<file path="config.mk">
export PLATFORM = sky130hd
export DESIGN_NAME = flash_erase_seq
export DESIGN_NICKNAME = d
export VERILOG_FILES = /design/src/rtl/flash_erase_pkg.sv /design/src/rtl/fes_delay_timer.sv /design/src/rtl/fes_bus_cycle.sv /design/src/rtl/fes_sequencer.sv /design/src/rtl/flash_erase_seq.sv
export SDC_FILE = /design/constraint.sdc
export NUM_CORES = 1
export LEC_CHECK = 0
export ABC_AREA = 1
export BUFFER_PORTS_ARGS = -buffer_cell sky130_fd_sc_hd__buf_2
export CAP_MARGIN = 20
export CORE_MARGIN = 2
export CORE_UTILIZATION = 24
export DETAILED_ROUTE_END_ITERATION = 10
export GPL_TIMING_DRIVEN = 0
export PLACE_DENSITY = 0.41
export SLEW_MARGIN = 15
export SYNTH_ARGS = -nofsm -noshare
export SYNTH_HDL_FRONTEND = slang
export SYNTH_SLANG_ARGS = --single-unit
</file>
<file path="constraint.sdc">
create_clock -name clk -period 2 [get_ports clk]
set_clock_uncertainty 0.15 [all_clocks]
set_input_delay 0.3 -clock clk [delete_from_list [all_inputs] [get_ports clk]]
set_output_delay 0.3 -clock clk [all_outputs]
set_load 0.005 [all_outputs]
</file>
<file path="src/rtl/flash_erase_pkg.sv">
package flash_erase_pkg;

  localparam logic [7:0] CMD_ERASE  = 8'h20;
  localparam logic [7:0] CMD_VERIFY = 8'hA0;
  localparam logic [7:0] CMD_RESET  = 8'hFF;
  localparam logic [7:0] BLANK_BYTE = 8'hFF;

  typedef enum logic [3:0] {
    SQ_IDLE,
    SQ_RAMP,
    SQ_SETUP,
    SQ_ERASE,
    SQ_PULSE,
    SQ_VCMD,
    SQ_VWAIT,
    SQ_VREAD,
    SQ_RESET,
    SQ_FINISH
  } seq_state_t;

  typedef enum logic [1:0] {
    BS_IDLE,
    BS_STROBE,
    BS_HOLD
  } bus_state_t;

endpackage

</file>
<file path="src/rtl/fes_delay_timer.sv">
module fes_delay_timer #(
  parameter int CNT_W = 16
) (
  input  logic             clk,
  input  logic             rst,
  input  logic             go_i,
  input  logic [CNT_W-1:0] len_i,
  output logic             expired_o
);

  logic [CNT_W-1:0] remain_q;
  logic             run_q;

  // expired_o pulses once, len_i cycles after go_i is sampled (len_i >= 1)
  always_ff @(posedge clk) begin
    if (rst) begin
      remain_q  <= '0;
      run_q     <= 1'b0;
      expired_o <= 1'b0;
    end else if (go_i) begin
      remain_q  <= len_i;
      run_q     <= 1'b1;
      expired_o <= 1'b0;
    end else if (run_q) begin
      if (remain_q <= CNT_W'(1)) begin
        run_q     <= 1'b0;
        expired_o <= 1'b1;
      end else begin
        remain_q  <= remain_q - CNT_W'(1);
        expired_o <= 1'b0;
      end
    end else begin
      expired_o <= 1'b0;
    end
  end

endmodule

</file>
<file path="src/rtl/fes_bus_cycle.sv">
module fes_bus_cycle
  import flash_erase_pkg::*;
#(
  parameter int ADDR_W  = 16,
  parameter int DATA_W  = 8,
  parameter int STB_CYC = 4
) (
  input  logic              clk,
  input  logic              rst,
  input  logic              req_i,
  input  logic              rd_i,
  input  logic [ADDR_W-1:0] addr_i,
  input  logic [DATA_W-1:0] data_i,
  output logic              ack_o,
  output logic [DATA_W-1:0] rdata_o,
  output logic              ce_n_o,
  output logic              we_n_o,
  output logic              oe_n_o,
  output logic [ADDR_W-1:0] addr_o,
  output logic [DATA_W-1:0] dq_o,
  output logic              dq_oe_o,
  input  logic [DATA_W-1:0] dq_i
);

  localparam int SW = (STB_CYC > 1) ? $clog2(STB_CYC) : 1;

  bus_state_t     st_q;
  logic [SW-1:0]  cnt_q;
  logic           rd_q;

  always_ff @(posedge clk) begin
    if (rst) begin
      st_q    <= BS_IDLE;
      cnt_q   <= '0;
      rd_q    <= 1'b0;
      ack_o   <= 1'b0;
      rdata_o <= '0;
      ce_n_o  <= 1'b1;
      we_n_o  <= 1'b1;
      oe_n_o  <= 1'b1;
      addr_o  <= '0;
      dq_o    <= '0;
      dq_oe_o <= 1'b0;
    end else begin
      ack_o <= 1'b0;
      unique case (st_q)
        BS_IDLE: begin
          if (req_i) begin
            addr_o <= addr_i;
            dq_o   <= data_i;
            rd_q   <= rd_i;
            ce_n_o <= 1'b0;
            cnt_q  <= SW'(STB_CYC - 1);
            if (rd_i) begin
              oe_n_o <= 1'b0;
            end else begin
              we_n_o  <= 1'b0;
              dq_oe_o <= 1'b1;
            end
            st_q <= BS_STROBE;
          end
        end
        BS_STROBE: begin
          if (cnt_q == '0) begin
            if (rd_q) rdata_o <= dq_i;
            ce_n_o <= 1'b1;
            we_n_o <= 1'b1;
            oe_n_o <= 1'b1;
            st_q   <= BS_HOLD;
          end else begin
            cnt_q <= cnt_q - SW'(1);
          end
        end
        BS_HOLD: begin
          // data held one cycle past the rising write strobe
          dq_oe_o <= 1'b0;
          ack_o   <= 1'b1;
          st_q    <= BS_IDLE;
        end
        default: st_q <= BS_IDLE;
      endcase
    end
  end

endmodule

</file>
<file path="src/rtl/fes_sequencer.sv">
module fes_sequencer
  import flash_erase_pkg::*;
#(
  parameter int ADDR_W     = 16,
  parameter int DATA_W     = 8,
  parameter int CNT_W      = 20,
  parameter int RAMP_CYC   = 100,
  parameter int ERASE_CYC  = 1000,
  parameter int VFY_CYC    = 10,
  parameter int MAX_PULSES = 1000
) (
  input  logic              clk,
  input  logic              rst,
  input  logic              start_i,
  input  logic [ADDR_W-1:0] last_addr_i,
  output logic              bus_req_o,
  output logic              bus_rd_o,
  output logic [ADDR_W-1:0] bus_addr_o,
  output logic [DATA_W-1:0] bus_data_o,
  input  logic              bus_ack_i,
  input  logic [DATA_W-1:0] bus_rdata_i,
  output logic              tmr_go_o,
  output logic [CNT_W-1:0]  tmr_len_o,
  input  logic              tmr_exp_i,
  output logic              vpp_en_o,
  output logic              busy_o,
  output logic              done_o,
  output logic              fail_o,
  output logic [ADDR_W-1:0] fail_addr_o
);

  localparam int PW = $clog2(MAX_PULSES + 1);

  seq_state_t        st_q;
  logic [ADDR_W-1:0] addr_q;
  logic [ADDR_W-1:0] last_q;
  logic [PW-1:0]     pulses_q;
  logic              launched_q;
  logic              fail_pend_q;

  always_ff @(posedge clk) begin
    if (rst) begin
      st_q        <= SQ_IDLE;
      addr_q      <= '0;
      last_q      <= '0;
      pulses_q    <= '0;
      launched_q  <= 1'b0;
      fail_pend_q <= 1'b0;
      bus_req_o   <= 1'b0;
      bus_rd_o    <= 1'b0;
      bus_addr_o  <= '0;
      bus_data_o  <= '0;
      tmr_go_o    <= 1'b0;
      tmr_len_o   <= '0;
      vpp_en_o    <= 1'b0;
      busy_o      <= 1'b0;
      done_o      <= 1'b0;
      fail_o      <= 1'b0;
      fail_addr_o <= '0;
    end else begin
      bus_req_o <= 1'b0;
      tmr_go_o  <= 1'b0;
      unique case (st_q)
        SQ_IDLE: begin
          if (start_i) begin
            addr_q      <= '0;
            pulses_q    <= '0;
            last_q      <= last_addr_i;
            fail_pend_q <= 1'b0;
            launched_q  <= 1'b0;
            vpp_en_o    <= 1'b1;
            busy_o      <= 1'b1;
            done_o      <= 1'b0;
            fail_o      <= 1'b0;
            tmr_go_o    <= 1'b1;
            tmr_len_o   <= CNT_W'(RAMP_CYC);
            st_q        <= SQ_RAMP;
          end
        end
        SQ_RAMP: if (tmr_exp_i) st_q <= SQ_SETUP;
        SQ_SETUP, SQ_ERASE, SQ_VCMD, SQ_VREAD, SQ_RESET: begin
          if (!launched_q) begin
            launched_q <= 1'b1;
            bus_req_o  <= 1'b1;
            bus_rd_o   <= (st_q == SQ_VREAD);
            bus_addr_o <= (st_q == SQ_VCMD || st_q == SQ_VREAD) ? addr_q : '0;
            bus_data_o <= (st_q == SQ_VCMD)  ? CMD_VERIFY :
                          (st_q == SQ_RESET) ? CMD_RESET  : CMD_ERASE;
          end else if (bus_ack_i) begin
            launched_q <= 1'b0;
            case (st_q)
              SQ_SETUP: st_q <= SQ_ERASE;
              SQ_ERASE: begin
                pulses_q  <= pulses_q + PW'(1);
                tmr_go_o  <= 1'b1;
                tmr_len_o <= CNT_W'(ERASE_CYC);
                st_q      <= SQ_PULSE;
              end
              SQ_VCMD: begin
                tmr_go_o  <= 1'b1;
                tmr_len_o <= CNT_W'(VFY_CYC);
                st_q      <= SQ_VWAIT;
              end
              SQ_VREAD: begin
                if (bus_rdata_i == BLANK_BYTE) begin
                  if (addr_q == last_q) begin
                    st_q <= SQ_RESET;
                  end else begin
                    addr_q <= addr_q + ADDR_W'(1);
                    st_q   <= SQ_VCMD;
                  end
                end else if (pulses_q >= PW'(MAX_PULSES)) begin
                  fail_pend_q <= 1'b1;
                  st_q        <= SQ_RESET;
                end else begin
                  st_q <= SQ_SETUP;
                end
              end
              default: begin
                vpp_en_o <= 1'b0;
                st_q     <= SQ_FINISH;
              end
            endcase
          end
        end
        SQ_PULSE: if (tmr_exp_i) st_q <= SQ_VCMD;
        SQ_VWAIT: if (tmr_exp_i) st_q <= SQ_VREAD;
        SQ_FINISH: begin
          busy_o      <= 1'b0;
          done_o      <= 1'b1;
          fail_o      <= fail_pend_q;
          fail_addr_o <= addr_q;
          st_q        <= SQ_IDLE;
        end
        default: st_q <= SQ_IDLE;
      endcase
    end
  end

endmodule

</file>
<file path="src/rtl/flash_erase_seq.sv">
module flash_erase_seq #(
  parameter int ADDR_W     = 16,
  parameter int DATA_W     = 8,
  parameter int STB_CYC    = 4,
  parameter int RAMP_CYC   = 50000,
  parameter int ERASE_CYC  = 500000,
  parameter int VFY_CYC    = 300,
  parameter int MAX_PULSES = 1000
) (
  input  logic              clk,
  input  logic              rst,
  input  logic              start_i,
  input  logic [ADDR_W-1:0] last_addr_i,
  output logic              flash_ce_n_o,
  output logic              flash_we_n_o,
  output logic              flash_oe_n_o,
  output logic [ADDR_W-1:0] flash_addr_o,
  output logic [DATA_W-1:0] flash_dq_o,
  output logic              flash_dq_oe_o,
  input  logic [DATA_W-1:0] flash_dq_i,
  output logic              vpp_en_o,
  output logic              busy_o,
  output logic              done_o,
  output logic              fail_o,
  output logic [ADDR_W-1:0] fail_addr_o
);

  localparam int MAX_A = (RAMP_CYC > ERASE_CYC) ? RAMP_CYC : ERASE_CYC;
  localparam int MAX_D = (MAX_A > VFY_CYC) ? MAX_A : VFY_CYC;
  localparam int CNT_W = $clog2(MAX_D + 1);

  logic              bus_req, bus_rd, bus_ack;
  logic [ADDR_W-1:0] bus_addr;
  logic [DATA_W-1:0] bus_data, bus_rdata;
  logic              tmr_go, tmr_exp;
  logic [CNT_W-1:0]  tmr_len;

  fes_sequencer #(
    .ADDR_W(ADDR_W), .DATA_W(DATA_W), .CNT_W(CNT_W),
    .RAMP_CYC(RAMP_CYC), .ERASE_CYC(ERASE_CYC),
    .VFY_CYC(VFY_CYC), .MAX_PULSES(MAX_PULSES)
  ) u_seq (
    .clk(clk), .rst(rst), .start_i(start_i), .last_addr_i(last_addr_i),
    .bus_req_o(bus_req), .bus_rd_o(bus_rd), .bus_addr_o(bus_addr),
    .bus_data_o(bus_data), .bus_ack_i(bus_ack), .bus_rdata_i(bus_rdata),
    .tmr_go_o(tmr_go), .tmr_len_o(tmr_len), .tmr_exp_i(tmr_exp),
    .vpp_en_o(vpp_en_o), .busy_o(busy_o), .done_o(done_o),
    .fail_o(fail_o), .fail_addr_o(fail_addr_o)
  );

  fes_bus_cycle #(
    .ADDR_W(ADDR_W), .DATA_W(DATA_W), .STB_CYC(STB_CYC)
  ) u_bus (
    .clk(clk), .rst(rst), .req_i(bus_req), .rd_i(bus_rd),
    .addr_i(bus_addr), .data_i(bus_data), .ack_o(bus_ack),
    .rdata_o(bus_rdata), .ce_n_o(flash_ce_n_o), .we_n_o(flash_we_n_o),
    .oe_n_o(flash_oe_n_o), .addr_o(flash_addr_o), .dq_o(flash_dq_o),
    .dq_oe_o(flash_dq_oe_o), .dq_i(flash_dq_i)
  );

  fes_delay_timer #(.CNT_W(CNT_W)) u_tmr (
    .clk(clk), .rst(rst), .go_i(tmr_go), .len_i(tmr_len), .expired_o(tmr_exp)
  );

endmodule

</file>
**After elaboration in Yosys (flattened, before gate mapping)**

Index checks and enable logic that the tools add are counted.

- Add/sub/neg operators: 4
- $lt $le $gt $ge: 2
- Eq/ne operators: 33
- Muxes and demuxes: 81
- Bitwise logic cells: 3
- Reduce and logical (&&, ||, !) cells: 33

Operator list:

| operator | count |
|---|---|
| $mux W19 | 6 |
| $mux W16 | 7 |
| $pmux W19 S2 | 2 |
| $mux W10 | 4 |
| $mux W4 | 9 |
| $pmux W16 S2 | 1 |
| $mux W1 | 30 |
| $pmux W1 S2 | 11 |
| $ne A2 B1 Y1 const B | 10 |
| $pmux W10 S2 | 1 |
| $pmux W4 S5 | 1 |
| $le A19 B1 Y1 const B | 1 |
| $sub A19 B1 Y19 const B | 1 |
| $ne A2 B2 Y1 const B | 9 |
| $add A16 B1 Y16 const B | 1 |
| $eq A16 B16 Y1 | 1 |
| $eq A4 B3 Y1 const B | 4 |
| $mux W8 | 2 |
| $pmux W4 S4 | 1 |
| $reduce_and A5 Y1 | 3 |
| $reduce_and A2 Y1 | 7 |
| $reduce_and A7 Y1 | 2 |
| $reduce_and A3 Y1 | 4 |
| $add A10 B1 Y10 const B | 1 |
| other kinds (22) | 37 |

- Flip-flop bits (word level): 177
- Bits of input ports: 27
- Output and inout port bits: 48
- Word-level logic and storage cells: 187

**Depth between registers and ports, before layout**

- Word-level depth: 7
- Depth in mapped cells: 15
- Gate-level depth less buffers: 13

**Hierarchy**

A second synthesis with hierarchy kept.

- Cells, all modules: 1040
- Area total of the unflattened synthesis: 7611.0 µm²

Modules (own cells, without submodules):

| module | instances | cells each | area an instance (µm²) | seq. area each (µm²) |
|---|---|---|---|---|
| fes_sequencer | 1 | 618 | 4590.7 | 1921.8 |
| fes_bus_cycle | 1 | 190 | 1546.5 | 840.8 |
| fes_delay_timer | 1 | 232 | 1473.9 | 420.4 |

**Least setup slack after synthesis**

OpenSTA, ideal clock, no wires.

- Kind: register to register
- Start: reg u_seq.st_q[0]
- End: reg u_seq.addr_q[3]
- Library setup time: 0.132 ns
- Data arrival time: 1.633 ns
- Data required time: 1.718 ns
- Path slack: 0.085 ns
- Cell stages (with the launch flop): 12
- Buffers on the path: 3
- Clock period less this slack: 1.915 ns
- Cells stage by stage: dfxtp_1 buf_6 nor2_2 nand3_1 nand3_2 buf_6 a21oi_2 nor3_4 nand2_2 buf_2 nand2_1 a21oi_1

- Word-level cells in the longest chain between the ends: 4
- Elaborated cells between the ends (all ways): 16
- Those cells by class: 11 x eq/ne; 1 x mux; 4 x reduce/logical

RTL lines:

| what | line | text |
|---|---|---|
| start: declaration | fes_sequencer.sv:34 | `seq_state_t st_q;` |
| start signal: assignment | fes_sequencer.sv:43 | `st_q <= SQ_IDLE;` |
| start signal: assignment | fes_sequencer.sv:77 | `st_q <= SQ_RAMP;` |
| start signal: assignment | fes_sequencer.sv:80 | `SQ_RAMP: if (tmr_exp_i) st_q <= SQ_SETUP;` |
| $eq A4 B2 Y1, or another cell as far along | fes_sequencer.sv:63 | `unique case (st_q)` |
| $reduce_or A5 Y1 | fes_sequencer.sv:63 |  |
| $ne A2 B1 Y1 (no line), or another cell as far along | - |  |
| $reduce_and A7 Y1 (no line) | - |  |
| end signal: assignment | fes_sequencer.sv:109 | `addr_q <= addr_q + ADDR_W'(1);` |
| end: declaration | fes_sequencer.sv:35 | `logic [ADDR_W-1:0] addr_q;` |

Parallel ways exist; a longest one is shown, timed or not.
A chain may end at the register's enable or synchronous reset.

**Worst setup path in the final report**

- Start: reg u_seq.st_q[0]
- End: reg u_seq.addr_q[8]

Same word-level chain as after synthesis.

==> flow_summary.yaml <==
global_route:
  grt_pass1_wl_um: 36400
  gr-total-overflow: 0
  grt_pass1_vias: 6455
  grt_max_degree: 17
  antenna_found_initial: 0
  global_route.usage.total_pct: 15.4
clocking:
  cts_tree: "yes"
  cts_sinks: 154
  htree_levels: 4
  clkLatencyLatePin_ps: 440
  cts-root-buf: "clkbuf_16"
  path_clk_slew_ps: 70
  cts_buffers: 17
  cts.path.max_buffers: 2
timing:
  worst_pin_slew_ps: 904
  max_freq_mhz: 498
  fin_crit_ps: 2010
  layout_setup_ws_ps: -8.68
  fin_setup_tns_ps: -17.3
  setup_viol: 3
  fin_crit_sh_pct: 100
  final_max_slew_viol_count: 0
  rsz0062_at_grt: "true"
  relSlewSlack_pct: 39.7
  final-hold-violation-count: 4
  holdWs_ps: -9.77
die:
  dieArea_sq_mm: 0.0307
  rows: 62
  ios: 75
  core_area_sq_mm: 0.0288
  die_x_um: 175
  die_h_um: 175
  start_util_pct: 24.4
cells_and_area:
  stdcell_count: 1531
  diodes: 0
  nFillCells: 3151
  syn_to_final_growth_pct: 33.0
  regArea_sq_mm: 0.00313
  multi_input_area_sq_mm: 0.00366
  layout-drive-gt1-share_pct: 24.0
  layout.nets: 1168
synthesis:
  ys_seq_area_share_pct: 43.9
  synth_seq_cells: 154
  synth_nets: 1036
  syn_inst: 1003
  yosysWarnings: 0
  syn_area_sq_mm: 0.00702
  avgSynthCellArea_sq_um: 7.00
  synth_cell_types: 36
place:
  place_ws_ps: -466
  gp_congestion: 0.813
  dp.cells: 1460
  dp_hpwl_um: 17100
  port-buffer-count: 73
status:
  status: "complete, but fails checks"
  failed_checks: "negative hold slack, negative setup slack"
run:
  max_cap_viol_count: 0
critical_path:
  cp-start-kind: "flip-flop"
  cp_max_fo: 6
  required_ps: 2140
  arrival_ps: 2150
  crit_type: "flip-flop to flip-flop"
  end_kind: "flip-flop"
detailed_routing:
  wire_per_inst_um: 15.2
  ant_nets: 0
  drt_iter0_drc: 395
  wirelength_um: 23300
  vias: 6803
  drt_first_pass_iters: 5
  via_per_inst: 4.44
  post-route-drc-count: 0
power_and_ir_drop:
  ir_drop_mv: 0.646
  finalPower_w: 0.0146
  pwr_density_cell_mw_per_mm2: 1560
  leakagePower_nw: 3.71
worst_hold_path:
  hp-class: "primary input to flip-flop"
critical path, stage by stage (launching register included):
cell and delay [ps]:
dfxtp_2 320, buf_6 130, nor2_4 130, nand3_4 110, nand3_4 90, buf_8 130, buf_12 100, a21oi_2 50
nor3_4 160, buf_12 150, nand2_8 80, clkbuf_16 170, nand2_1 50, a21oi_1 50
path summary, 6_finish.rpt:
check | from | to | slack [ps] | cells after the start
max | u_seq.st_q[0]$_SDFFE_PP0P_ | u_seq.addr_q[8]$_SDFFE_PP0P_ | -9 | 13
min | last_addr_i[0] | u_seq.last_q[0]$_SDFFE_PP0P_ | -10 | 3
max reg2reg | u_seq.st_q[0]$_SDFFE_PP0P_ | u_seq.addr_q[8]$_SDFFE_PP0P_ | -9 | 13
min reg2reg | u_seq.tmr_len_o[8]$_SDFFE_PP0P_ | u_seq.tmr_len_o[8]$_SDFFE_PP0P_ | 300 | 2
state kept, by name, indices dropped and copies added, names as in the netlist, 2 cells and up:
name,count
u_bus.dq_o,3
u_seq.st_q,4
u_seq.pulses_q,10
u_seq.tmr_len_o,6
u_seq.fail_addr_o,16
u_bus.cnt_q,2
u_bus.st_q,2
u_seq.bus_addr_o,16
u_seq.addr_q,16
u_bus.rdata_o,8
u_tmr.remain_q,19
u_bus.addr_o,16
u_seq.last_q,16
u_seq.bus_data_o,3
per-stage QoR:
step | hold WS, ps | instance area, sq um | util, %
6_report | -9.77 | 9340 | 32.4
5_1_grt | -2.11 | 9340 | 32.4
2_1_floorplan | 280 | 7020 | -
3_3_place_gp | 291 | 7870 | 27.3
4_1_cts | 4.37 | 8890 | 30.9
3_5_place_dp | 292 | 7870 | 27.3
routing by layer:
layer	track usage, %	vias up	share of wire, %
li1	-	3548	-
met2	24.6	148	45
met3	2.63	24	4.5
met1	21.1	3083	49
met4	4.58	0	1.4
met5	0	-	0
cell usage after synthesis:
library cell  number  area share (%)
clkinv_1           4            0.21
o21ai_0           77             5.5
or2_2              3            0.27
nand2_2            2            0.18
buf_6              2            0.32
ha_1               6             1.1
a21oi_1          101             7.2
o21a_1             1            0.11
inv_2              5            0.27
xor2_1            18             2.2
clkbuf_1          29             1.5
a31oi_1            3            0.27
buf_4              7            0.75
a211oi_1           5            0.53
nor3b_1            1            0.11
dfxtp_1          154              44
xnor2_1            2            0.25
o21ai_1            2            0.14
nand3_2            1            0.14
nor3_4             1            0.23
and3_1             1           0.089
nor3_1            17             1.2
a21oi_2            2            0.25
nand4_1            8            0.71
a221oi_1           2            0.25
o211ai_1           3            0.32
nor2_1           142             7.6
o31ai_1           18             1.9
nor2_2             5            0.45
buf_2              9            0.64
a21boi_0           1            0.11
nand3_1           72             5.1
nand2_4            1            0.16
nor4_1             1           0.089
inv_1             93             5.0
nand2_1          204              11
power by group:
part | total, W | switching [W] | internal [W]
Sequential | 0.00420 | 0.000491 | 0.00370
Combinational | 0.00696 | 0.00416 | 0.00280
Clock | 0.00341 | 0.00140 | 0.00201
what timing repair did:
item | CTS | global route
gates resized for setup | 69 | 125
endpoints found under the setup margin | 77 | 90
pin swaps | 5 | 16
cloned | 1 | 1
setup buffers | 11 | 11
endpoints found under the hold margin | 15 | 1
hold buffers | 15 | 1
layout by cell type (no fill, tap or decap), types with 4 or more instances in the layout:
cell type / n
nand2_1: 184
dfxtp_1: 134
nor2_1: 121
a21oi_1: 91
inv_1: 75
buf_2: 74
nand3_1: 69
o21ai_0: 61
buf_4: 28
clkbuf_1: 24
inv_2: 20
nand2_2: 18
xor2_1: 18
clkbuf_16: 18
o31ai_1: 17
nor3_1: 16
dlygate4sd3_1: 16
nor2_2: 15
a21oi_2: 12
nor2_4: 11
o21ai_1: 10
dfxtp_4: 10
dfxtp_2: 10
nand4_1: 8
ha_1: 6
buf_6: 5
clkbuf_2: 5
o21ai_2: 5
a211oi_1: 5
nand2_4: 4
buf_12: 4
area by class of cell:
type / count / area share (%)
well taps: 384 / 5.14
repair buffers: 113 / 8.12
clock inverters: 12 / 1.77
inverters: 102 / 4.22
flip-flops and latches: 154 / 33.5
multi-input cells: 700 / 39.2
plain buffers: 47 / 3.30
clock buffers: 19 / 4.74
kinds of logic after synthesis:
group / Yosys count / synth area share (%)
buffers and inverters: 149 / 8.71
XOR/XNOR: 20 / 2.49
AND/OR/NAND/NOR: 459 / 27.3
AO/OA/AOI/OAI: 215 / 16.6
adder cells (fa/ha/maj): 6 / 1.07
flip-flops: 154 / 43.9
Note: power is estimated with default switching activity, not from simulation.
